**config.mk**
```make
export PLATFORM = sky130hd
export DESIGN_NAME = lock_reset_seq
export DESIGN_NICKNAME = d
export VERILOG_FILES = /design/src/rtl/lock_reset_seq_pkg.sv /design/src/rtl/lock_reset_seq_dp.sv /design/src/rtl/lock_reset_seq_ctl.sv /design/src/rtl/lock_reset_seq.sv
export SDC_FILE = /design/constraint.sdc
export NUM_CORES = 1
export LEC_CHECK = 0
export CAP_MARGIN = 20
export CORE_MARGIN = 2
export CORE_UTILIZATION = 45
export DETAILED_ROUTE_END_ITERATION = 8
export GPL_TIMING_DRIVEN = 0
export PLACE_DENSITY_LB_ADDON = 0.2
export RECOVER_POWER = 50
export SLEW_MARGIN = 5
export SYNTH_ARGS = -nofsm -noshare
export SYNTH_HDL_FRONTEND = slang
export SYNTH_SLANG_ARGS = --single-unit
```
**constraint.sdc**
```tcl
create_clock -name clk -period 2.9 [get_ports clk]
set_clock_uncertainty 0.1 [all_clocks]
set_input_delay 0.58 -clock clk [delete_from_list [all_inputs] [get_ports clk]]
set_output_delay 0.58 -clock clk [all_outputs]
set_load 0.05 [all_outputs]
```
**src/rtl/lock_reset_seq_pkg.sv**
```systemverilog
package lock_reset_seq_pkg;

  typedef enum logic [1:0] {
    ST_HOLD  = 2'd0,
    ST_COUNT = 2'd1,
    ST_REL   = 2'd2
  } seqState_t;

  typedef struct packed {
    logic cntClear;
    logic cntInc;
  } cntCtl_t;

endpackage

```
**src/rtl/lock_reset_seq_dp.sv**
```systemverilog
module lock_reset_seq_dp
  import lock_reset_seq_pkg::*;
#(
  parameter int RELEASE_CYCLES = 1024,
  parameter int SYNC_STAGES    = 2
) (
  input  logic    clk,
  input  logic    arstN,
  input  logic    lockIn,
  input  cntCtl_t ctl,
  output logic    reqSync,
  output logic    cntLast
);
  localparam int CW = (RELEASE_CYCLES > 2) ? $clog2(RELEASE_CYCLES) : 1;
  localparam logic [CW-1:0] LAST = CW'(RELEASE_CYCLES - 1);

  logic [SYNC_STAGES-1:0] syncQ;
  logic [CW-1:0]          cnt;

  // The synchronizer is cleared at once by a request; release ripples through it.
  generate
    for (genvar s = 0; s < SYNC_STAGES; s++) begin : g_sync
      always_ff @(posedge clk or negedge arstN) begin
        if (!arstN) syncQ[s] <= 1'b0;
        else if (s == 0) syncQ[s] <= 1'b1;
        else syncQ[s] <= syncQ[(s == 0) ? 0 : s-1];
      end
    end
  endgenerate

  assign reqSync = syncQ[SYNC_STAGES-1];

  always_ff @(posedge clk or negedge arstN) begin
    if (!arstN)           cnt <= '0;
    else if (ctl.cntClear) cnt <= '0;
    else if (ctl.cntInc)   cnt <= cnt + 1'b1;
  end

  assign cntLast = (cnt == LAST);

  // counting only advances once the request has passed the synchronizer and lock holds
  a_r5_inc_needs_sync: assert property (@(posedge clk) disable iff (!arstN)
    ctl.cntInc |-> (reqSync && lockIn));

  // a clear strobe always leaves the counter at zero
  a_r9_clear_zeroes: assert property (@(posedge clk) disable iff (!arstN)
    ctl.cntClear |=> (cnt == '0));

endmodule

```
**src/rtl/lock_reset_seq_ctl.sv**
```systemverilog
module lock_reset_seq_ctl
  import lock_reset_seq_pkg::*;
(
  input  logic    clk,
  input  logic    arstN,
  input  logic    lockIn,
  input  logic    reqSync,
  input  logic    cntLast,
  output cntCtl_t ctl,
  output logic    isReleased
);
  seqState_t state, stateNext;
  logic armed;

  assign armed = reqSync & lockIn;

  always_comb begin
    stateNext    = state;
    ctl.cntClear = 1'b0;
    ctl.cntInc   = 1'b0;
    unique case (state)
      ST_HOLD: begin
        if (armed) begin
          ctl.cntInc = 1'b1;
          stateNext  = ST_COUNT;
        end else begin
          ctl.cntClear = 1'b1;
        end
      end
      ST_COUNT: begin
        if (!armed) begin
          ctl.cntClear = 1'b1;
          stateNext    = ST_HOLD;
        end else if (cntLast) begin
          stateNext = ST_REL;
        end else begin
          ctl.cntInc = 1'b1;
        end
      end
      ST_REL: begin
        if (!armed) begin
          ctl.cntClear = 1'b1;
          stateNext    = ST_HOLD;
        end
      end
      default: begin
        ctl.cntClear = 1'b1;
        stateNext    = ST_HOLD;
      end
    endcase
  end

  always_ff @(posedge clk or negedge arstN) begin
    if (!arstN) state <= ST_HOLD;
    else        state <= stateNext;
  end

  assign isReleased = (state == ST_REL);

  // a released sequencer drops back to hold on the edge after lock is lost
  a_r8_lock_loss_rearms: assert property (@(posedge clk) disable iff (!arstN)
    (isReleased && !lockIn) |=> !isReleased);

  // release is only entered after the counter reached its final value
  a_r3_release_after_last: assert property (@(posedge clk) disable iff (!arstN)
    $rose(isReleased) |-> $past(cntLast));

endmodule

```
**src/rtl/lock_reset_seq.sv**
```systemverilog
module lock_reset_seq
  import lock_reset_seq_pkg::*;
#(
  parameter int RELEASE_CYCLES = 1024,
  parameter int SYNC_STAGES    = 2
) (
  input  logic clk,
  input  logic porN,
  input  logic lockIn,
  input  logic rstReqN,
  output logic drvLow,
  output logic released
);
  logic    arstN;
  logic    reqSync;
  logic    cntLast;
  logic    isReleased;
  cntCtl_t ctl;

  assign arstN = porN & rstReqN;

  lock_reset_seq_dp #(
    .RELEASE_CYCLES(RELEASE_CYCLES),
    .SYNC_STAGES   (SYNC_STAGES)
  ) u_dp (
    .clk    (clk),
    .arstN  (arstN),
    .lockIn (lockIn),
    .ctl    (ctl),
    .reqSync(reqSync),
    .cntLast(cntLast)
  );

  lock_reset_seq_ctl u_ctl (
    .clk       (clk),
    .arstN     (arstN),
    .lockIn    (lockIn),
    .reqSync   (reqSync),
    .cntLast   (cntLast),
    .ctl       (ctl),
    .isReleased(isReleased)
  );

  // The request path bypasses the clock so assertion is immediate.
  assign drvLow   = ~rstReqN | ~isReleased;
  assign released = ~drvLow;

  // any cycle without lock leaves the line pulled low after the edge
  a_r2_low_without_lock: assert property (@(posedge clk) disable iff (!arstN)
    !lockIn |=> drvLow);

endmodule

```
Yosys cells after proc, flatten, opt, wreduce, memory -nomap -nowiden

Cells that the tools add are included.

$add $sub $neg: 1
Equality and inequality tests: 6
Mux-type cells: 13
Bitwise gates (word level): 6
Reduce and logical (&&, ||, !) cells: 4

Operator list:

| kind                    | count |
|---|---|
| $mux W10                | 2 |
| $add A10 B1 Y10 const B | 1 |
| $eq A10 B10 Y1 const B  | 1 |
| $mux W2                 | 4 |
| $pmux W2 S3             | 1 |
| $mux W1                 | 5 |
| $ne A3 B3 Y1 const B    | 1 |
| $not A1 Y1              | 3 |
| $reduce_and A3 Y1       | 1 |
| $reduce_or A3 Y1        | 1 |
| $and A1 B1 Y1           | 2 |
| $eq A2 B1 Y1 const B    | 1 |
| $eq A2 B2 Y1 const B    | 1 |
| $logic_not A2 Y1        | 1 |
| $ne A2 B1 Y1 const B    | 1 |
| $ne A2 B2 Y1 const B    | 1 |
| $pmux W1 S2             | 1 |
| $reduce_bool A2 Y1      | 1 |
| $or A1 B1 Y1            | 1 |

Register bits: 14
Logic and storage cells: 34

Longest topological paths before layout

Depth in word-level cells: 6
Mapped depth: 5

Modules after synthesis

Synthesis repeated with hierarchy kept, for this count alone.

Cell total of the unflattened synthesis: 65
Area total of the unflattened synthesis: 680.7 um^2

By module, submodules not included:

| module             | instances | cells an instance | area each (um^2) | sequential area each (um^2) |
|---|---|---|---|---|
| lock_reset_seq_dp  | 1         | 52                | 558.0            | 300.3 |
| lock_reset_seq_ctl | 1         | 10                | 106.4            | 50.0 |
| lock_reset_seq     | 1         | 3                 | 16.3             | 0.0 |

Worst setup path after synthesis

No wires, ideal clock.

Path type: flip-flop to output port
From: reg u_ctl.state[0]
To: out released
Data arrival time: 1.405 ns
Slack: 0.815 ns
Stages on the path, launching flop included: 4
Path buffers: 0
Cell sequence: dfrtp_1 -> nor2b_1 -> nand2_1 -> inv_1

Longest elaborated chain between the ends: 4

Ends and longest elaborated chain:

| element                  | line                     | source |
|---|---|---|
| start: declaration       | lock_reset_seq_ctl.sv:12 | `seqState_t state, stateNext;` |
| start signal: assignment | lock_reset_seq_ctl.sv:55 | `else state <= stateNext;` |
| $eq A2 B2 Y1             | lock_reset_seq_ctl.sv:58 | `assign isReleased = (state == ST_REL);` |
| $not A1 Y1               | lock_reset_seq.sv:45     | `assign drvLow = ~rstReqN \| ~isReleased;` |
| $or A1 B1 Y1             | lock_reset_seq.sv:45     |  |
| named net drvLow         | lock_reset_seq.sv:11     | `output logic drvLow,` |
| $not A1 Y1               | lock_reset_seq.sv:46     | `assign released = ~drvLow;` |
| end: declaration         | lock_reset_seq.sv:12     | `output logic released` |

The timed path passes the listed nets, and every way through them passes these cells.

Worst setup path in the final report

From: in rstReqN
To: out released

Longest elaborated chain between the ends: 3

Ends and longest elaborated chain:

| element            | line                 | source |
|---|---|---|
| start: declaration | lock_reset_seq.sv:10 | `input logic rstReqN,` |
| $not A1 Y1         | lock_reset_seq.sv:45 |  |
| $or A1 B1 Y1       | lock_reset_seq.sv:45 |  |
| $not A1 Y1         | lock_reset_seq.sv:46 |  |

No other way between the ends.

==> metrics.txt <==
Yosys Warn Count=0; Starting Density=48.03%; Antenna Cells=0; Slowest cell on crit path=clkdlybuf4s50_1; DRC Markers=0; Max FO, Critical Path=2; total I/O pin count=6; WL/cell=around 14 um; final setup violating endpoints=0; CTS resizes=0; # clock sinks=14; worst min-delay path category=flip-flop to flip-flop; Post-Syn Instances=76; # rows=14; global route total overflow=0; Pint=approximately 0.25 mW; Slew headroom=40.17%; Vias/cell=5.940; sequential area share after synthesis=between 40% and 50%; Net Sw Frac=22.24%; CTS tree=yes; clock buffer depth=2; clock transition at the registers of the reported paths=approximately 0.08 ns; largest net degree at the start of global routing=15; TNS Setup=0 ns; Seq pwr share=61.9%; area grow syn2layout=12.65%; dpl hpwl=1.064 mm; Num CTS Buffers=3; DIE WIDTH=44.33 um; detailed-router iteration count before antenna repair=4; status=finished, final reports clean; cells along the critical path=dlygate4sd3_1 > nand2_1 > inv_1 > clkdlybuf4s50_1; RSZ-0062 raised after global routing=no; Critical Path AT=approximately 2.0 ns; cell family with most CP delay=buffers and inverters; worst skew pair latency=0.28 ns; Synth cell types=30; WP data required=2.22 ns; Hold Slack=0.2634 ns; die area=about 0.0020 sq mm; WP buf/inv=3; routability congestion estimate=0.8004; Gate power share=4.7%; fin crit share=93.55%; Power per Cell Area=394.5 mW/mm^2; DRT Wirelength=about 1.4 mm; port bufs=5; core area=0.001524 sq mm; Peak Freq=368.6 MHz; layout cell share with drive strength beyond 1=8.333%; syn_area_per_cell=9.631 sq um; final core utilization=between 50 and 60%; Period minus WS final=2.713 ns; first-pass GRT wire length=2.477 mm; CP max stage delay=about 0.79 ns; All-Layer GR Usage=between 15 and 20%; Psw=0.07233 mW; synthesized cell area=732.0 sq um; #FFs+latches synth=14; P_leak=0.3243 nW; # nets final=91; max-cap viol count=0; Critical Path Source Type=input pin; Hold Buf Count CTS=0; Post-CTS Setup Bufs=0; Max Slew Vio Count=0; Crit. End Element=output port; vias in the first global route=572; critical setup path kind=input pin to output port; CTS root buf=clkbuf_4; H-tree depth=1; vias=594; Post-DRT Antenna Nets=0; Slew @ Worst Pin=0.8969 ns; Max IR drop VDD=~340 uV; initial antenna violation count=0; endpoints failing hold=0; DR iter-0 viols=10; clock power share=between 30% and 40%; Post-Syn Nets=81; Die H=about 44 um
## cells in the mapped netlist
cell      number  share of area [%]
conb_1         1               0.51
and3_1         2                1.7
or4_4          1                1.5
nor4_2         1                1.7
nor4_1         2                1.7
nand3_2        1                1.4
a21o_1         2                2.1
mux2_1         1                1.5
nor3_1         3                2.1
clkbuf_1       1               0.51
a211o_1        1                1.2
o21a_1         1                1.0
dfrtp_1       14                 48
nor2b_1        1               0.86
a21oi_1        6                4.1
nand2_1        6                3.1
or4_1          1                1.0
a22o_1         1                1.2
and2_1         1               0.86
nand2b_1       2                1.7
a21oi_4        1                2.2
nor2_1         2                1.0
a31oi_1        2                1.7
nand3_1        2                1.4
ha_1           1                1.7
nand4_1        4                3.4
o31ai_1        1                1.0
o21ai_0        6                4.1
inv_1          3                1.5
or3_1          5                4.3
## placed cells by master, fill, tap and decap left out, types with 3 or more instances in the layout
master,instances
or3_1,5
o21ai_0,6
nor3_1,3
nand4_1,4
nand2_1,6
clkdlybuf4s50_1,4
a21oi_1,6
clkbuf_4,3
dfrtp_1,14
inv_1,3
## area by class of cell
class	count	area [sq um]
Sequential cell	14	350.3
Inverter	3	11.26
Tap cell	16	20.02
Fill cell	138	699.4
Clock buffer	3	22.52
Timing Repair Buffer	5	50.05
Buffer	1	3.754
Multi-Input combinational cell	58	366.6
## sequential cells by signal, indices dropped and copies added, names as in the netlist
signal        flops
u_ctl.state       2
u_dp.syncQ        1
u_dp.reqSync      1
u_dp.cnt         10
## metal layers
metal	track usage [%]	up-vias	share of wire (%)
met3	3.673	4	3.3
met2	27.94	9	48
li1	-	302	-
met5	0	-	0
met4	10.30	0	1.7
met1	21.93	279	47
## final timing paths
| check | endpoint | slack (ns) | startpoint | cells after the start |
|---|---|---|---|---|
| max | released | 0.19 | rstReqN | 4 |
| min | u_dp.reqSync$_DFF_PN0_ | 0.26 | u_dp.syncQ[0]$_DFF_PN0_ | 0 |
| max reg2reg | u_dp.cnt[0]$_DFFE_PN0P_ | 1.05 | u_dp.cnt[0]$_DFFE_PN0P_ | 5 |
| min reg2reg | u_dp.reqSync$_DFF_PN0_ | 0.26 | u_dp.syncQ[0]$_DFF_PN0_ | 0 |
| max in group asynchronous | u_dp.cnt[4]$_DFFE_PN0P_ | 1.27 | rstReqN | 2 |
| min in group asynchronous | u_ctl.state[0]$_DFFE_PN0P_ | 0.80 | porN | 2 |
## through the flow
| step | worst slack [ns] | total power, mW | cells | area, sq um |
|---|---|---|---|---|
| floorplan | 0.8155 | 0.2138 | 76 | 732.0 |
| global route | 0.08633 | 0.3379 | 100 | 824.5 |
| detailed placement | 0.2522 | 0.2213 | 97 | 802.0 |
| CTS | 0.1966 | 0.3278 | 100 | 824.5 |
| global placement | 0.2601 | 0.2209 | 97 | 802.0 |
| finish | 0.1869 | 0.3253 | 100 | 824.5 |
## kinds of logic (layout without fill, tap and decap cells)
| family | count (synthesis) | after routing | share of synthesized area (%) |
|---|---|---|---|
| AO/OA/AOI/OAI | 21 | 21 | 18.63 |
| multiplexers | 1 | 1 | 1.538 |
| buffers and inverters | 4 | 12 | 2.051 |
| adder cells (fa/ha/maj) | 1 | 1 | 1.709 |
| other | 1 | 1 | 0.5123 |
| AND/OR/NAND/NOR | 34 | 34 | 27.69 |
| flip-flops | 14 | 14 | 47.86 |
## power groups by stage
stage	logic (mW)	registers [mW]	clock network [mW]
2_1_floorplan	0.00941	0.204	0
3_3_place_gp	0.0158	0.205	0
3_5_place_dp	0.0161	0.205	0
4_1_cts	0.0161	0.201	0.110
5_1_grt	0.0172	0.202	0.119
6_report	0.0154	0.201	0.108
No activity file was read; power rests on OpenSTA's default activity.
